===== config.mk =====
export PLATFORM = sky130hd
export DESIGN_NAME = dbg_watch_unit
export DESIGN_NICKNAME = d
export VERILOG_FILES = /design/src/rtl/dbgw_pkg.sv /design/src/rtl/dbgw_slot_cmp.sv /design/src/rtl/dbgw_regfile.sv /design/src/rtl/dbg_watch_unit.sv
export SDC_FILE = /design/constraint.sdc
export NUM_CORES = 1
export LEC_CHECK = 0
export ABC_AREA = 0
export BUFFER_PORTS_ARGS = -buffer_cell sky130_fd_sc_hd__buf_2
export CELL_PAD_IN_SITES_DETAIL_PLACEMENT = 0
export CELL_PAD_IN_SITES_GLOBAL_PLACEMENT = 1
export CORE_ASPECT_RATIO = 0.6
export CORE_MARGIN = 4
export CORE_UTILIZATION = 40
export DETAILED_ROUTE_END_ITERATION = 10
export MAX_ROUTING_LAYER = met4
export PLACE_DENSITY_LB_ADDON = 0.05
export SKIP_LAST_GASP = 1
export SYNTH_ARGS = -nofsm -noshare
export SYNTH_HDL_FRONTEND = slang
export SYNTH_SLANG_ARGS = --single-unit
export TNS_END_PERCENT = 30

===== constraint.sdc =====
create_clock -name clk -period 5.7 [get_ports clk]
set_input_delay 0.57 -clock clk [delete_from_list [all_inputs] [get_ports clk]]
set_output_delay 0.57 -clock clk [all_outputs]
set_load 0.02 [all_outputs]

===== src/rtl/dbgw_pkg.sv =====
package dbgw_pkg;

  localparam int unsigned DW        = 32;
  localparam logic [2:0]  IDX_STAT  = 3'd6;
  localparam logic [2:0]  IDX_CTL   = 3'd7;
  localparam int unsigned STEP_BIT  = 14;
  localparam int unsigned SWTCH_BIT = 15;
  localparam int unsigned CFG_LSB   = 16;
  localparam int unsigned CFG_W     = 4;
  localparam logic [DW-1:0] CTL_RSVD = 32'h0000_FC00;

  typedef enum logic [1:0] {
    ACC_FETCH = 2'b00,
    ACC_READ  = 2'b01,
    ACC_WRITE = 2'b10,
    ACC_NONE  = 2'b11
  } acc_kind_e;

  typedef enum logic [1:0] {
    RW_EXEC = 2'b00,
    RW_WR   = 2'b01,
    RW_IO   = 2'b10,
    RW_RDWR = 2'b11
  } rw_sel_e;

  typedef enum logic [1:0] {
    LEN_1 = 2'b00,
    LEN_2 = 2'b01,
    LEN_8 = 2'b10,
    LEN_4 = 2'b11
  } len_sel_e;

  typedef struct packed {
    len_sel_e len;
    rw_sel_e  rw;
  } slot_cfg_t;

  // bits cleared by a task switch: one local enable per slot
  function automatic logic [DW-1:0] local_en_mask(int unsigned nslot);
    logic [DW-1:0] m;
    m = '0;
    for (int unsigned i = 0; i < nslot; i++) m[2*i] = 1'b1;
    return m;
  endfunction

  // bits of the status word that hardware may set
  function automatic logic [DW-1:0] stat_valid_mask(int unsigned nslot);
    logic [DW-1:0] m;
    m = '0;
    for (int unsigned i = 0; i < nslot; i++) m[i] = 1'b1;
    m[STEP_BIT]  = 1'b1;
    m[SWTCH_BIT] = 1'b1;
    return m;
  endfunction

  function automatic logic [3:0] window_bytes(len_sel_e l);
    case (l)
      LEN_1:   return 4'd1;
      LEN_2:   return 4'd2;
      LEN_4:   return 4'd4;
      default: return 4'd8;
    endcase
  endfunction

endpackage


===== src/rtl/dbgw_slot_cmp.sv =====
module dbgw_slot_cmp
  import dbgw_pkg::*;
#(
  parameter int unsigned AW = 32
) (
  input  logic          enable,
  input  slot_cfg_t     cfg,
  input  logic [AW-1:0] watch_addr,
  input  logic          acc_valid,
  input  acc_kind_e     acc_kind,
  input  logic [AW-1:0] acc_addr,
  input  logic [1:0]    acc_size,
  output logic          hit
);

  logic [3:0]  win_len;
  logic [3:0]  acc_span;
  logic [AW:0] win_lo, win_hi, acc_lo, acc_hi;
  logic        kind_ok;
  logic        overlap;

  always_comb begin
    win_len  = window_bytes(cfg.len);
    acc_span = (4'd1 << acc_size) - 4'd1;
    win_lo   = {1'b0, watch_addr & ~{{(AW-4){1'b0}}, win_len - 4'd1}};
    win_hi   = win_lo + {{(AW-3){1'b0}}, win_len - 4'd1};
    acc_lo   = {1'b0, acc_addr};
    acc_hi   = acc_lo + {{(AW-3){1'b0}}, acc_span};
    overlap  = (acc_lo <= win_hi) && (win_lo <= acc_hi);
  end

  always_comb begin
    case (cfg.rw)
      RW_EXEC: kind_ok = (acc_kind == ACC_FETCH);
      RW_WR:   kind_ok = (acc_kind == ACC_WRITE);
      RW_RDWR: kind_ok = (acc_kind == ACC_READ) || (acc_kind == ACC_WRITE);
      default: kind_ok = 1'b0;
    endcase
  end

  assign hit = acc_valid && enable && kind_ok && overlap;

endmodule


===== src/rtl/dbgw_regfile.sv =====
module dbgw_regfile
  import dbgw_pkg::*;
#(
  parameter int unsigned AW    = 32,
  parameter int unsigned NSLOT = 4
) (
  input  logic                      clk,
  input  logic                      rst_n,
  input  logic                      reg_wr,
  input  logic [2:0]                reg_idx,
  input  logic [DW-1:0]             reg_wdata,
  input  logic [NSLOT-1:0]          hit_vec,
  input  logic                      step_evt,
  input  logic                      tswitch_evt,
  output logic [DW-1:0]             reg_rdata,
  output logic [NSLOT-1:0][AW-1:0]  watch_addr,
  output logic [2*NSLOT-1:0]        en_bits,
  output slot_cfg_t [NSLOT-1:0]     cfg_vec,
  output logic [DW-1:0]             ctl_o,
  output logic [DW-1:0]             stat_o
);

  localparam logic [DW-1:0] LOC_MASK  = local_en_mask(NSLOT);
  localparam logic [DW-1:0] STAT_MASK = stat_valid_mask(NSLOT);

  logic [NSLOT-1:0][AW-1:0] addr_q;
  logic [DW-1:0] ctl_q, ctl_n;
  logic [DW-1:0] stat_q, stat_n;
  logic [DW-1:0] stat_set;

  for (genvar n = 0; n < NSLOT; n++) begin : g_addr
    always_ff @(posedge clk) begin
      if (!rst_n)
        addr_q[n] <= '0;
      else if (reg_wr && reg_idx == 3'(n))
        addr_q[n] <= reg_wdata[AW-1:0];
    end
    assign cfg_vec[n] = slot_cfg_t'(ctl_q[CFG_LSB + CFG_W*n +: CFG_W]);
  end

  always_comb begin
    stat_set = '0;
    stat_set[NSLOT-1:0]  = hit_vec;
    stat_set[STEP_BIT]   = step_evt;
    stat_set[SWTCH_BIT]  = tswitch_evt;

    stat_n = stat_q;
    if (reg_wr && reg_idx == IDX_STAT) stat_n = reg_wdata & STAT_MASK;
    stat_n = stat_n | stat_set;

    ctl_n = ctl_q;
    if (reg_wr && reg_idx == IDX_CTL) ctl_n = reg_wdata & ~CTL_RSVD;
    if (tswitch_evt) ctl_n = ctl_n & ~LOC_MASK;
  end

  always_ff @(posedge clk) begin
    if (!rst_n) begin
      ctl_q  <= '0;
      stat_q <= '0;
    end else begin
      ctl_q  <= ctl_n;
      stat_q <= stat_n;
    end
  end

  always_comb begin
    reg_rdata = '0;
    for (int n = 0; n < NSLOT; n++)
      if (reg_idx == 3'(n)) reg_rdata = DW'(addr_q[n]);
    if (reg_idx == IDX_STAT) reg_rdata = stat_q;
    if (reg_idx == IDX_CTL)  reg_rdata = ctl_q;
  end

  assign watch_addr = addr_q;
  assign en_bits    = ctl_q[2*NSLOT-1:0];
  assign ctl_o      = ctl_q;
  assign stat_o     = stat_q;

endmodule


===== src/rtl/dbg_watch_unit.sv =====
module dbg_watch_unit
  import dbgw_pkg::*;
#(
  parameter int unsigned AW    = 32,
  parameter int unsigned NSLOT = 4
) (
  input  logic          clk,
  input  logic          rst_n,
  input  logic          acc_valid,
  output logic          acc_ready,
  input  logic [AW-1:0] acc_addr,
  input  logic [1:0]    acc_kind,
  input  logic [1:0]    acc_size,
  input  logic          step_evt,
  input  logic          tswitch_evt,
  input  logic          reg_wr,
  input  logic [2:0]    reg_idx,
  input  logic [31:0]   reg_wdata,
  output logic [31:0]   reg_rdata,
  output logic          trap_pulse
);

  logic [NSLOT-1:0][AW-1:0] watch_addr;
  logic [2*NSLOT-1:0]       en_bits;
  slot_cfg_t [NSLOT-1:0]    cfg_vec;
  logic [NSLOT-1:0]         hit_vec;
  logic [DW-1:0]            ctl_w, stat_w;
  logic                     trap_q;

  dbgw_regfile #(.AW(AW), .NSLOT(NSLOT)) u_regs (
    .clk         (clk),
    .rst_n       (rst_n),
    .reg_wr      (reg_wr),
    .reg_idx     (reg_idx),
    .reg_wdata   (reg_wdata),
    .hit_vec     (hit_vec),
    .step_evt    (step_evt),
    .tswitch_evt (tswitch_evt),
    .reg_rdata   (reg_rdata),
    .watch_addr  (watch_addr),
    .en_bits     (en_bits),
    .cfg_vec     (cfg_vec),
    .ctl_o       (ctl_w),
    .stat_o      (stat_w)
  );

  for (genvar n = 0; n < NSLOT; n++) begin : g_slot
    dbgw_slot_cmp #(.AW(AW)) u_cmp (
      .enable     (en_bits[2*n] | en_bits[2*n+1]),
      .cfg        (cfg_vec[n]),
      .watch_addr (watch_addr[n]),
      .acc_valid  (acc_valid),
      .acc_kind   (acc_kind_e'(acc_kind)),
      .acc_addr   (acc_addr),
      .acc_size   (acc_size),
      .hit        (hit_vec[n])
    );
  end

  always_ff @(posedge clk) begin
    if (!rst_n) trap_q <= 1'b0;
    else        trap_q <= (|hit_vec) | step_evt | tswitch_evt;
  end

  assign trap_pulse = trap_q;
  assign acc_ready  = 1'b1;

endmodule


# == After elaboration in Yosys (flattened, before gate mapping) ==
# Index checks and enable logic that the tools add are counted.
# totals
regBits,193
inputBits,77
out_inout_bits,34
elab_cells,117
# op_classes
addsub,10
reduce_logical,35
bitwise,16
magnitude_cmp,8
mux,16
n_eq_ne,23
shift,1
# ops
op,n
$le 32x33->1,8
$mux 32,8
$add 32x4->33,5
$and 32x32->32,4
$not 4->32,4
$pmux 4 s3,4
$or 32x16->32,1
$logic_and 1x1->1,22
$sub 4x1->4 const B,5
$eq 2x1->1 const B,9
$eq 2x2->1 const B,9
$logic_not 2->1,9
$pmux 1 s3,4
$eq 3x2->1 const B,2
$eq 3x3->1 const B,2
$or 1x1->1,6
$reduce_or 4->1,1
$shl 1x2->4 const A,1
$eq 3x1->1 const B,1
$logic_not 3->1,1
$reduce_or 2->1,1
$logic_or 1x1->1,1
$not 1->1,1

# == Longest topological paths before layout ==
# logic_depth
depth_word,12
ltp_mapped,20
ltp_nobuf,20

# == Hierarchy ==
# A second synthesis with hierarchy kept.
# unflattened
cells_unflattened,2360
hier_area_um2,18189.9
# modules_own_cells
module,seq_area_each_um2,instances,cells_per_inst,area_per_inst_um2
dbgw_regfile,3203.1,1,947,7885.1
dbgw_slot_cmp at g_slot[0].u_cmp ...,0.0,3,353,2567.5
dbgw_slot_cmp at g_slot[1].u_cmp,0.0,1,345,2529.9
dbg_watch_unit,20.0,1,9,72.6

# == Worst setup path after synthesis ==
# OpenSTA, ideal clock, no wires.
# synth_timing
path_type,input to register
start,input acc_size[1]
end,"register trap_q, in the netlist trap_pulse"
setup_slack_ns,1.583
stages,17
t_arrival_ns,3.997
cell_sequence,and2_1 > ha_1 > a21o_1 > a21oi_1 > or3_1 > or2_2 > nor2_1 > nand4_1 > xor2_1 > ha_1 > nand4_1 > nor4_1 > o31ai_1 > and3_1 > o32ai_2 > o211ai_2 > o31a_1
# synth_via
elab_chain_cells,9
elab_cells_between_ends,18
# synth_lines
item,line,rtl
from (decl),dbg_watch_unit.sv:13,"input logic [1:0] acc_size,"
$shl 1x2->4 (*),dbgw_slot_cmp.sv:24,acc_span = (4'd1 << acc_size) - 4'd1;
$sub 4x1->4 (*),dbgw_slot_cmp.sv:24,
$add 32x4->33 (*),dbgw_slot_cmp.sv:28,"acc_hi = acc_lo + {{(AW-3){1'b0}}, acc_span};"
$le 32x33->1,dbgw_slot_cmp.sv:29,overlap = (acc_lo <= win_hi) && (win_lo <= acc_hi);
$logic_and 1x1->1,dbgw_slot_cmp.sv:29,
$logic_and 1x1->1,dbgw_slot_cmp.sv:41,assign hit = acc_valid && enable && kind_ok && overlap;
$reduce_or 4->1 (*),dbg_watch_unit.sv:62,else trap_q <= (|hit_vec) | step_evt | tswitch_evt;
$or 1x1->1 (*) (2 in series),dbg_watch_unit.sv:62,
to (signal assigned),dbg_watch_unit.sv:62,
to (decl),dbg_watch_unit.sv:28,logic trap_q;
# Mark *: on every way between the ends. The rest lies on a longest branch, timed or not.
# A chain may end at the register's enable or synchronous reset.

# == Worst setup path after layout ==
# Ends and elaborated chain as after synthesis.

==> summary.txt <==
Status
  • Status: finished clean

Final layout
  • Fraction of layout cells with a size suffix above 1: 0.110
  • Most frequent cells in the layout: 428 x nand2_1, 266 x ha_1, 161 x dfxtp_1
  • Design area: 16900 sq um
  • Area grow syn2layout: 11.2%
  • Fin cells: 2527
  • Fillcell total: 3761
  • # diodes: 0
  • Final Core Density: 0.457
  • Layout Nets: 2356
  • Reg area: 3220 sq um
  • Footprint of the multi-input gates: 11300 sq um
  • Leading cell type in the layout, fill and taps excluded: nand2_1

Pwr
  • VDD IR max: 0.000192 V
  • Pleak: 0.00650 uW
  • Cell Pwr Density: 177 nW/um^2

Global routing
  • Pin count of the biggest net entering global routing: 84
  • GRT overflow: 0
  • Vias in the first global route: 14045
  • Tot GR Track Use: 0.334
  • Global-route wire length before repair: 98200 um
  • Initial antenna violation count: 0

Clock network
  • Clock latency at the later pin of the worst-skew pair: 0.46 ns
  • CTS Buf Count: 17
  • CTS tree: yes
  • Htree depth: 4
  • Post-CTS sizing: 0
  • Post-CTS Hold Fix Bufs: 0
  • CTS Buffer Depth: 2
  • CTS clk-pin slew, worst paths: 0.08 ns
  • Post-CTS Repair Setup Buffers: 0
  • Root buffer cell: clkbuf_16
  • TritonCTS Sinks: 161

STA
  • Minimum clock period: 4.98 ns
  • Fmax achieved: 0.201 GHz
  • Final-report hold violation count: 0
  • Max Clock Skew: 0.0167 ns
  • Fin. max-slew vios: 0
  • Unrepaired setup endpoints after global routing: no
  • Headroom to the max-slew limit: 0.237
  • Worst Max-Slew Pin Slew: 1.14 ns
  • Final worst path period share: 0.874
  • Setup violators final: 0
  • Hold slack: 0.407 ns
  • Setup total negative slack: 0 ns

Logic synthesis
  • Main synth FF type: dfxtp_1
  • Synthesized area: 15200 sq um
  • Syn. warnings: 0
  • Post-synth EDFFs: 0
  • Cell count after synthesis: 1923
  • Synth unique cells: 66
  • #FFs+latches synth: 161
  • Avg Inst Size Synth: 7.88 sq um
  • Asr flop ratio synth: 0
  • Register area share after synthesis: 0.213

Setup path
  • Max incr delay on CP: 0.70 ns
  • CP Class: input port to flip-flop
  • Critical path required time: 6.09 ns
  • CP Max Fanout: 4
  • Worst EP arrival: 5.37 ns
  • Reg2reg setup slack: 1.72 ns
  • FF-to-FF End: trap_pulse$_SDFF_PN0_
  • Reg2reg start: u_regs.ctl_o[19]$_SDFFE_PN0P_
  • Worst Setup Start Kind: input port
  • Cells on worst reg2reg path: 12
  • CP endpoint kind: flip-flop
  • Max stage delay cell, worst path: a211oi_1
  • Ordered list of cells on the worst path: buf_2, or2_2, ha_1, fa_1, nand3_1, a211oi_1, nand2b_1, nor2_1, nand4_1, nor2_1, nand2_1, xor2_1, ha_1, a21o_1, a21oi_1, o221a_2, o211ai_1, a31oi_1, o21ai_0, o211ai_2, o31a_1

Routing
  • Final wirelength: 68000 um
  • First-pass iteration count of the detailed router: 6
  • Vias: 14962
  • Via density: 5.92
  • ANT nets after route: 0
  • Wire per inst: 26.9 um
  • Detailed router's first-iteration violation count: 1738
  • Remaining DRCs: 0

Hold path
  • Hold crit path type: input port to flip-flop
  • Hold_sp: reg_wdata[24]
  • Worst Hold End: u_regs.watch_addr[120]$_SDFFE_PN0P_
  • Hold Crit Depth: 3

Place
  • DP Area: 16300 sq um
  • GP Congestion: 0.975
  • Cells after DPL: 2497
  • # port buffers: 109
  • Post-DP HPWL: 52900 um

Die
  • Area of the die: 41200 sq um
  • Die Wd: 259 um
  • Ports: 111
  • Die Height: 159 um
  • Initial Util: 0.411
  • Core Rows: 54
  • Total core area: 36900 sq um

Flow run
  • Max-cap violation count: 0
logic make-up (layout without fill, tap and decap cells):
kind of cell	Yosys count	count (layout)	share of synthesized area
compound gates	425	425	0.189
xor+xnor	90	90	0.0520
fa+ha+maj	267	267	0.221
buf+inv	177	273	0.0441
flops	161	161	0.213
mux	46	46	0.0541
other cells	2	6	0.000495
simple gates	755	755	0.227
report_power, final:
part           switching, uW  leakage (uW)  internal [uW]
Combinational            402       0.00494            233
Sequential              52.4       0.00130           1150
Clock                    576      0.000250            575
Total                   1030       0.00650           1960
worst max-delay path by stage:
stage | startpoint | endpoint | slack (ns)
floorplan | acc_size[1] | trap_pulse$_SDFF_PN0_ | 1.58
CTS | acc_size[1] | trap_pulse$_SDFF_PN0_ | 0.94
detailed placement | acc_size[1] | trap_pulse$_SDFF_PN0_ | 0.49
finish | acc_size[1] | trap_pulse$_SDFF_PN0_ | 0.72
global placement | acc_size[1] | trap_pulse$_SDFF_PN0_ | 0.59
global route | acc_size[1] | u_regs.stat_o[2]$_SDFF_PN0_ | 0.41
cell usage after synthesis, types with 4 or more instances:
| master | n | area, sq um |
|---|---|---|
| a211oi_1 | 15 | 113 |
| a21boi_0 | 155 | 1160 |
| a21o_1 | 27 | 203 |
| a21oi_1 | 95 | 475 |
| a221oi_1 | 8 | 70.1 |
| a31oi_1 | 8 | 50.1 |
| and2_1 | 11 | 68.8 |
| and3_1 | 9 | 56.3 |
| and4_1 | 8 | 70.1 |
| buf_1 | 5 | 18.8 |
| clkbuf_1 | 65 | 244 |
| dfxtp_1 | 161 | 3220 |
| ha_1 | 266 | 3330 |
| inv_1 | 106 | 398 |
| mux2_2 | 7 | 78.8 |
| mux2i_1 | 11 | 110 |
| mux4_2 | 28 | 631 |
| nand2_1 | 428 | 1610 |
| nand2b_1 | 9 | 56.3 |
| nand3_1 | 58 | 290 |
| nand4_1 | 64 | 400 |
| nor2_1 | 75 | 282 |
| nor2b_1 | 26 | 163 |
| nor3_1 | 16 | 80.1 |
| nor3b_1 | 4 | 30.0 |
| nor4_1 | 14 | 87.6 |
| o211ai_1 | 5 | 37.5 |
| o21a_1 | 8 | 60.1 |
| o21ai_0 | 72 | 360 |
| o21bai_1 | 4 | 30.0 |
| o221ai_1 | 5 | 43.8 |
| or2_2 | 9 | 56.3 |
| or3_1 | 11 | 68.8 |
| xnor2_1 | 49 | 429 |
| xor2_1 | 41 | 359 |
area by class of cell:
type | count | area share
sequential | 161 | 0.191
timing repair buffer | 137 | 0.0450
inverter | 106 | 0.0236
clock buffer | 18 | 0.0261
tap | 504 | 0.0374
multi-input combinational | 1589 | 0.671
clock inverter | 12 | 0.00601
worst max-delay path: cells and delay by family:
family / cells / cell delay [ns]
adder cells (fa/ha/maj): 3 / 0.72
AND/OR/NAND/NOR: 7 / 1.29
buffers and inverters: 1 / 0.12
AO/OA/AOI/OAI: 9 / 2.22
XOR/XNOR: 1 / 0.42
sequential cells by signal (all words and copies together), names as in the netlist:
register	flops
u_regs.watch_addr	128
u_regs.ctl_o	26
u_regs.stat_o	6
trap_pulse	1
stage by stage:
stage,power [uW],setup slack (ns)
floorplan,1570,1.58
global placement,1840,0.591
detailed placement,1840,0.485
CTS,2990,0.941
global route,3120,0.405
finish,2990,0.720
layer usage:
layer  routed length [um]  up-vias  share of wire  global-route usage
li1                     -     7006              -                   -
met1                33100     7197           0.49               0.499
met2                26100      703           0.38               0.440
met3                 7720       56           0.11               0.105
met4                 1070        0          0.016              0.0551
met5                    0        -              0                   -
Note: power is estimated with default switching activity, not from simulation.
